File: config.mk
export PLATFORM = sky130hd
export DESIGN_NAME = addr_bus_ctrl
export DESIGN_NICKNAME = d
export VERILOG_FILES = /design/src/rtl/abc_pkg.sv /design/src/rtl/abc_hold_track.sv /design/src/rtl/abc_drive_window.sv /design/src/rtl/abc_snoop_capture.sv /design/src/rtl/addr_bus_ctrl.sv
export SDC_FILE = /design/constraint.sdc
export NUM_CORES = 1
export LEC_CHECK = 0
export BUFFER_PORTS_ARGS = -buffer_cell sky130_fd_sc_hd__buf_2
export CORE_AREA = 10 10 104 106
export DETAILED_ROUTE_END_ITERATION = 8
export DIE_AREA = 0 0 114 116
export GPL_TIMING_DRIVEN = 0
export PLACE_DENSITY = 0.72
export RECOVER_POWER = 25
export SYNTH_ARGS = -nofsm -noshare
export SYNTH_HDL_FRONTEND = slang
export SYNTH_SLANG_ARGS = --single-unit
File: constraint.sdc
create_clock -name clk -period 1.3 [get_ports clk]
set_input_delay 0.065 -clock clk [delete_from_list [all_inputs] [get_ports clk]]
set_output_delay 0.065 -clock clk [all_outputs]
set_load 0.1 [all_outputs]
File: src/rtl/abc_pkg.sv
package abc_pkg;
  // Expected number of ready responses for one bus cycle.
  function automatic int xfer_count(input logic is_burst, input int burst_len);
    return is_burst ? burst_len : 1;
  endfunction

  // Inquiry address is the bus word with its two low lines dropped.
  function automatic int snoop_width(input int bus_w);
    return bus_w - 2;
  endfunction
endpackage

File: src/rtl/abc_hold_track.sv
module abc_hold_track (
  input  logic clk,
  input  logic halt,
  input  logic ahold,
  input  logic boff,
  input  logic hlda,
  output logic float_now,
  output logic hold_any
);
  logic ahold_q;
  logic boff_q;

  always_ff @(posedge clk) begin
    if (halt) begin
      ahold_q <= 1'b0;
      boff_q  <= 1'b0;
    end else begin
      ahold_q <= ahold;
      boff_q  <= boff;
    end
  end

  // Address-hold and back-off take effect one clock late, hold-acknowledge at once.
  assign float_now = ahold_q | boff_q | hlda;
  assign hold_any  = ahold | boff | hlda;
endmodule

File: src/rtl/abc_drive_window.sv
module abc_drive_window #(
  parameter int BURST_LEN = 4
) (
  input  logic clk,
  input  logic halt,
  input  logic abort,
  input  logic start_ok,
  input  logic is_burst,
  input  logic rdy,
  output logic open,
  output logic last_rdy
);
  localparam int CNT_W = $clog2(BURST_LEN + 1);

  logic [CNT_W-1:0] remain;

  assign last_rdy = open & rdy & (remain == CNT_W'(1));

  always_ff @(posedge clk) begin
    if (halt || abort) begin
      open   <= 1'b0;
      remain <= '0;
    end else if (start_ok) begin
      open   <= 1'b1;
      remain <= CNT_W'(abc_pkg::xfer_count(is_burst, BURST_LEN));
    end else if (open && rdy) begin
      if (remain == CNT_W'(1)) open <= 1'b0;
      remain <= remain - CNT_W'(1);
    end
  end
endmodule

File: src/rtl/abc_snoop_capture.sv
module abc_snoop_capture #(
  parameter int BUS_W = 29,
  localparam int SNP_W = abc_pkg::snoop_width(BUS_W)
) (
  input  logic             clk,
  input  logic             halt,
  input  logic             capture_ok,
  input  logic [BUS_W-1:0] bus_in,
  output logic             snoop_valid,
  output logic [SNP_W-1:0] snoop_addr
);
  always_ff @(posedge clk) begin
    if (halt) begin
      snoop_valid <= 1'b0;
      snoop_addr  <= '0;
    end else begin
      snoop_valid <= capture_ok;
      if (capture_ok) snoop_addr <= bus_in[BUS_W-1:BUS_W-SNP_W];
    end
  end
endmodule

File: src/rtl/addr_bus_ctrl.sv
module addr_bus_ctrl #(
  parameter int BUS_W     = 29,
  parameter int BURST_LEN = 4,
  localparam int SNP_W    = abc_pkg::snoop_width(BUS_W)
) (
  input  logic             clk,
  input  logic             rst,
  input  logic             init,
  input  logic             stop_clk,
  input  logic             cyc_start,
  input  logic             burst,
  input  logic [BUS_W-1:0] addr_in,
  input  logic             rdy,
  input  logic             ahold,
  input  logic             boff,
  input  logic             hlda,
  input  logic             ext_strobe,
  input  logic [BUS_W-1:0] bus_in,
  output logic             addr_oe,
  output logic [BUS_W-1:0] addr_out,
  output logic             snoop_valid,
  output logic [SNP_W-1:0] snoop_addr
);
  // Named internal events, also observed by the checker.
  logic halt;
  logic float_now;
  logic hold_any;
  logic start_ok;
  logic open;
  logic last_rdy;
  logic capture_ok;
  logic [BUS_W-1:0] addr_q;

  assign halt     = rst | init | stop_clk;
  assign start_ok = cyc_start & ~halt & ~float_now;
  assign addr_oe  = ~halt & ~float_now & (start_ok | open);
  assign capture_ok = hold_any & ext_strobe & ~addr_oe & ~halt;

  always_ff @(posedge clk) begin
    if (rst)           addr_q <= '0;
    else if (start_ok) addr_q <= addr_in;
  end

  assign addr_out = !addr_oe ? '0 : (start_ok ? addr_in : addr_q);

  abc_hold_track u_hold (
    .clk       (clk),
    .halt      (halt),
    .ahold     (ahold),
    .boff      (boff),
    .hlda      (hlda),
    .float_now (float_now),
    .hold_any  (hold_any)
  );

  abc_drive_window #(.BURST_LEN(BURST_LEN)) u_win (
    .clk      (clk),
    .halt     (halt),
    .abort    (boff),
    .start_ok (start_ok),
    .is_burst (burst),
    .rdy      (rdy),
    .open     (open),
    .last_rdy (last_rdy)
  );

  abc_snoop_capture #(.BUS_W(BUS_W)) u_snp (
    .clk         (clk),
    .halt        (halt),
    .capture_ok  (capture_ok),
    .bus_in      (bus_in),
    .snoop_valid (snoop_valid),
    .snoop_addr  (snoop_addr)
  );
endmodule

==> results.ini, run 1 <==
[floorplanning]
die_w_um = 114
dieArea_um2 = 13200
ios = 127
start_util_pct = 35.5
core-area_um2 = 8680
rows = 34
die_h_um = 116

[outcome]
status = complete, but fails checks
failed_checks = negative setup slack

[yosys]
synth-async-reset-ratio_pct = 0
yosys.area.top_type_share_pct = 40.9
syn_nets = 456
syn_avg_cell_area_um2 = 8.01
synthAdderAreaFrac_pct = 0.811
synthSimpleGateAreaFrac_pct = 25.9
synth-seq-area-share_pct = 40.9
yosysUniqueCellTypes = 32
ys_top_cells_by_area = dfxtp_1 41%, nand2_1 10%, a21oi_1 9.6%, mux2i_1 8.8%, nand3b_1 7.1%
synth_seq_cells = 63
ys_warn_count = 0
synth_area_leader_cell = dfxtp_1
synth_compound_area_share_pct = 16.1
synth_ff_type = dfxtp_1
synthCells = 385
syn_area_um2 = 3080
synth_xor_area_share_pct = 0.568
synth_edf_count = 0
synth.mux.area_fraction_pct = 9.13
synth_top_family_by_area = simple AND/OR/NAND/NOR gates

[route]
wire_per_inst_um = 17.1
wirelength_um = 12100
vias = 3644
ant_nets = 0
drc_errors = 0
dr.pass1.iters = 5
viasPerCell = 5.16
first_iter_violations = 204

[grt]
grt_pass1_vias = 3890
grt_pass1_wl_um = 19400
grt_max_degree = 11
antenna_found_initial = 2
grt-ovfl-total = 0
grtUsageTotal_pct = 17.9

[power]
intPower_mw = 3.40
seq_power_share_pct = 41.3
power_density_nw_per_um2 = 798
switching_share_pct = 28.7
clkPwrFrac_pct = 36.4
power_switching_mw = 1.37
leakage_nw = 2.25
combPwrFrac_pct = 22.3
vdd_drop_max_mv = 0.676

[cells_and_area]
finalNonFillerCells = 706
syn2layout_area_growth_pct = 94.1
post-route-cell-area_um2 = 5990
drive_gt1_share_pct = 44.2
nets = 664

[critical_path]
cp-start-kind = flop
rrSetupSlack_ns = -0.37
r2r-end = addr_q[22]
reg2reg_from = u_hold.ahold_q
cp-end-kind = primary output
crit_type = flop to primary output
ff2ff_path_depth = 6
crit_arrival_ns = 1.67
cp_max_fo = 5
crit_required_ns = 1.24

[timing]
setup_viol = 91
setup_ws_ns = -0.432
min_period_over_period_pct = 133
timing.fmax_ghz = 0.577
rsz0062_at_grt = true
tightestPinTransition_ns = 0.834
hold_viol = 0
hold-worst-slack_ns = 0.00210
drv_slew = 0
slew_headroom_pct = 44.4
fin_crit_ns = 1.73
skew_ns = 0.00331

[clocking]
cts_buffers = 9
clk_pin_slew_ns = 0.07
clock_sinks = 63
root_buffer = clkbuf_8
cts_max_level = 3
clock_latency_ns = 0.34
cts_tree = yes
clk_path_buf_depth = 2

[placed_design]
dpl.cell_count = 617
dpl_cell_area_um2 = 4220
place.gp.congestion = 0.809
portBuffers = 124
hpwl_um = 7640

[run]
maxCapViolations = 0

[worst_hold_path]
hp-class = input pin to flop
min_from = addr_in[2]
hold_depth = 3
min_to = addr_q[2]

==> Yosys cell counts, types with 2 or more instances <==
library cell and n:
a2111oi_2 2, a21oi_1 59, and2_1 4, buf_1 3
buf_2 10, buf_6 4, clkbuf_1 18, dfxtp_1 63
ha_1 2, inv_1 2, mux2i_1 27, nand2_1 86
nand3_1 30, nand3b_1 29, o21ai_1 29
==> cells in the final DEF (no fill, tap or decap), drive strengths merged <==
| cell | n |
|---|---|
| a2111oi | 2 |
| a211oi | 1 |
| a21oi | 59 |
| and2 | 4 |
| and3 | 1 |
| buf | 157 |
| bufinv | 1 |
| clkbuf | 36 |
| clkinv | 3 |
| dfxtp | 63 |
| diode | 1 |
| dlygate4sd3 | 52 |
| ha | 2 |
| inv | 2 |
| mux2 | 1 |
| mux2i | 27 |
| nand2 | 86 |
| nand3 | 30 |
| nand3b | 29 |
| nor2 | 1 |
| nor3 | 2 |
| nor4 | 1 |
| nor4b | 1 |
| o21ai | 30 |
| o31ai | 1 |
| or2 | 1 |
| or3 | 1 |
| or4b | 1 |
| xnor2 | 1 |
| xor2 | 1 |
==> per-layer routing <==
metal	up-vias	GRT usage, %	share of wire (%)
met3	20	6.72	7.7
met2	126	30.9	52
met1	1744	19.7	39
li1	1752	-	-
met5	-	0	0.15
met4	2	6.60	2.0
==> worst max-delay path by stage <==
stage                   start      endpoint  slack, ns  depth (start not counted)
2_1_floorplan   u_hold.boff_q  addr_out[18]      -0.28                          5
3_3_place_gp              rst  addr_out[21]      -0.51                          7
3_5_place_dp        cyc_start  addr_out[21]      -0.53                          6
4_1_cts        u_hold.ahold_q  addr_out[21]      -0.40                          6
5_1_grt         u_hold.boff_q  addr_out[25]      -0.49                          6
6_report        u_hold.boff_q  addr_out[25]      -0.43                          6
==> worst max-delay path: stages (launching register included) <==
cell and delay (ns):
dfxtp_2 0.34, nor3_4 0.19, nand2_2 0.11, clkbuf_16 0.20
buf_16 0.15, a21oi_4 0.15, buf_12 0.19
==> area by class of cell <==
cell class	count	area, µm²
clock buffer	11	151
multi-input combinational	283	2160
inverter	2	7.51
buffer	36	282
clock inverter	4	45.0
tap	108	135
antenna	1	2.50
sequential	63	1270
timing repair buffer	198	1930
fill	639	2690
==> sequential cells by signal, summed over array words and instances, names as in the netlist <==
name               count
addr_q                29
u_snp.snoop_addr      27
u_win.remain           3
u_hold.ahold_q         1
u_hold.boff_q          1
u_snp.snoop_valid      1
u_win.open             1
==> timing repair <==
action | CTS | global route
endpoints found under the setup margin | 90 | 90
endpoints found under the hold margin | 52 | 0
setup buffers | 12 | 2
pin swaps | 19 | 15
cloned | 8 | 0
gates resized for setup | 177 | 19
hold buffers | 52 | 0
==> power by group through the flow <==
stage,logic [mW],clock network (mW),registers (mW)
detailed placement,0.716,0,2.01
global route,1.13,1.85,1.97
floorplan,0.391,0,2.12
CTS,1.04,1.75,1.97
finish,1.07,1.74,1.97
global placement,0.704,0,2.01
==> kinds of logic after synthesis <==
kind of cell | after synthesis
simple gates | 158
mux | 28
buf+inv | 39
xor+xnor | 2
compound gates | 93
fa+ha+maj | 2
flops | 63
==> per-stage QoR <==
stage	power [mW]	setup slack (ns)	setup TNS, ns	utilization, %
floorplan	2.51	-0.285	-8.45	-
global placement	2.72	-0.507	-20.07	48.6
detailed placement	2.73	-0.528	-22.04	48.6
CTS	4.75	-0.405	-23.18	67.8
global route	4.95	-0.489	-31.08	69.0
finish	4.78	-0.432	-25.80	69.0
No activity file was read; power rests on OpenSTA's default activity.
==> run 2, diff against run 1 <==
BUFFER_PORTS_ARGS = -buffer_cell sky130_fd_sc_hd__buf_4   (was -buffer_cell sky130_fd_sc_hd__buf_2)
CORE_AREA = 10 10 98 100   (was 10 10 104 106)
CTS_CLUSTER_DIAMETER = 50   (was unset)
DIE_AREA = 0 0 108 110   (was 0 0 114 116)
PLACE_DENSITY = 0.74   (was 0.72)
SYNTH_HIERARCHICAL = 1   (was unset)
==> results.ini, run 2 <==
[outcome]
status = complete, but fails checks  ; unchanged
failed_checks = negative setup slack  ; unchanged

[grt]
grt_max_degree = 11  ; unchanged
grt_pass1_wl_um = 16500  ; was 19,400 µm
antenna_found_initial = 0  ; was 2
grt_pass1_vias = 3132  ; was 3,890
grt-ovfl-total = 0  ; unchanged
grtUsageTotal_pct = 17.4  ; was 17.9%

[timing]
tightestPinTransition_ns = 0.569  ; was 0.834 ns
fin_crit_ns = 2.31  ; was 1.73 ns
min_period_over_period_pct = 178  ; was 133%
drv_slew = 0  ; unchanged
hold-worst-slack_ns = 0.0220  ; was 0.00210 ns
hold_viol = 0  ; unchanged
slew_headroom_pct = 62.0  ; was 44.4%
timing.fmax_ghz = 0.432  ; was 0.577 GHz
rsz0062_at_grt = true  ; unchanged
setup_ws_ns = -1.01  ; was -0.432 ns
skew_ns = 0.00609  ; was 0.00331 ns
setup_viol = 91  ; unchanged

[critical_path]
cp-end-kind = primary output  ; unchanged
crit_type = flop to primary output  ; unchanged
crit_required_ns = 1.24  ; about the same
cp-start-kind = flop  ; unchanged
cp_max_fo = 9  ; was 5
crit_arrival_ns = 2.25  ; was 1.67 ns

[yosys]
syn_nets = 368  ; was 456
ys_warn_count = 6  ; was 0
syn_area_um2 = 2710  ; was 3080 µm²
syn_avg_cell_area_um2 = 9.14  ; was 8.01 µm²
synthCells = 297  ; was 385

[clocking]
clock_latency_ns = 0.33  ; was 0.34 ns
cts_tree = yes  ; unchanged
cts_max_level = 3  ; unchanged
root_buffer = clkbuf_8  ; unchanged
clk_pin_slew_ns = 0.07  ; about the same
clk_path_buf_depth = 2  ; unchanged
clock_sinks = 63  ; unchanged
cts_buffers = 9  ; unchanged

[cells_and_area]
post-route-cell-area_um2 = 5300  ; was 5990 µm²
nets = 557  ; was 664
drive_gt1_share_pct = 47.0  ; was 44.2%
layout_commonest_cell = buf_4  ; was buf_2
largest_reg_flops = 29  ; unchanged
diodes = 0  ; was 1
largest_registers = addr_q: 29 flops, u_snp/snoop_addr: 27 flops, u_win/remain: 3 flops  ; was addr_q: 29 flops, u_snp.snoop_addr: 27 flops, u_win.remain: 3 flops
syn2layout_area_growth_pct = 95.4  ; was 94.1%
top_register = addr_q  ; unchanged
final_cell_mix = 104 x buf_4, 63 x dfxtp_1, 36 x buf_12, 32 x a21oi_1  ; was 97 x buf_2, 85 x nand2_1, 60 x dfxtp_1, 52 x dlygate4sd3_1, 34 x buf_12

[route]
dr.pass1.iters = 5  ; unchanged
viasPerCell = 5.02  ; was 5.16
wire_per_inst_um = 18.0  ; was 17.1 µm
drc_errors = 0  ; unchanged
vias = 2969  ; was 3,644
ant_nets = 0  ; unchanged
first_iter_violations = 123  ; was 204
wirelength_um = 10600  ; was 12,100 µm

[floorplanning]
start_util_pct = 35.5  ; about the same
rows = 32  ; was 34
core-area_um2 = 7650  ; was 8680 µm²
die_w_um = 108  ; was 114 µm
ios = 127  ; unchanged
dieArea_um2 = 11900  ; was 13,200 µm²
die_h_um = 110  ; was 116 µm

[run]
maxCapViolations = 0  ; unchanged

[placed_design]
dpl_cell_area_um2 = 4100  ; was 4220 µm²
place.gp.congestion = 0.796  ; was 0.809
portBuffers = 124  ; unchanged
hpwl_um = 7180  ; was 7640 µm

[worst_hold_path]
hp-class = input pin to flop  ; unchanged

[power]
leakage_nw = 2.16  ; was 2.25 nW
power_density_nw_per_um2 = 787  ; was 798 nW/µm²
vdd_drop_max_mv = 0.484  ; was 0.676 mV

## run 2: worst max-delay path, cell delays in order (launching register included)
cell,delay [ns]
dfxtp_1,0.30
or3_4,0.41
or4_4,0.45
nor2_4,0.15
buf_12,0.15
clkbuf_16,0.15
a22o_4,0.13
buf_12,0.16
## run 2: area by class of cell
class / instances / area [µm²]
well taps: 102 / 128
fillers: 554 / 2340
plain buffers: 27 / 259
inverters: 4 / 17.5
repair buffers: 178 / 1830
multi-input cells: 203 / 1620
clock buffers: 14 / 183
flip-flops and latches: 63 / 1260
## run 2: final timing paths
kind	from	to	slack (ns)	cells after the start
min reg2reg	addr_q[4]	addr_q[4]	0.48	2
min	addr_in[16]	addr_q[16]	0.02	3
max reg2reg	u_hold/boff_q	u_win/remain[2]	-0.75	10
max	u_hold/boff_q	addr_out[9]	-1.01	7
## run 2: stage by stage
step | power, mW | instances | setup slack [ns] | utilization, % | TNS, ns
after global placement | 2.48 | 523 | -0.811 | 53.7 | -45.72
after CTS | 4.21 | 589 | -1.03 | 68.5 | -57.84
after detailed placement | 2.49 | 523 | -0.836 | 53.7 | -47.63
after global routing | 4.36 | 591 | -1.08 | 69.4 | -63.69
after floorplan | 2.24 | 297 | -0.636 | - | -33.13
final | 4.17 | 591 | -1.01 | 69.4 | -58.15
## run 2: layer usage
layer | global-route usage [%] | wire (µm) | up-vias
met5 | 0 | 0 | -
met4 | 5.73 | 74 | 0
met3 | 6.73 | 898 | 6
met2 | 28.1 | 5060 | 116
met1 | 20.7 | 4600 | 1402
li1 | - | - | 1445
## run 2: timing repair
action | in CTS | in global routing
hold endpoints to repair | 32 | 0
pin swaps | 3 | 0
hold buffers | 31 | 0
setup endpoints to repair | 91 | 91
cloned | 0 | 1
setup buffers | 21 | 1
resized for setup | 112 | 16
## run 2: power by group
group | leakage [nW] | switching, mW | internal (mW) | total, mW
sequential | 0.508 | 0.0106 | 1.95 | 1.96
combinational | 1.56 | 0.322 | 0.326 | 0.648
clock | 0.0946 | 0.686 | 0.881 | 1.57
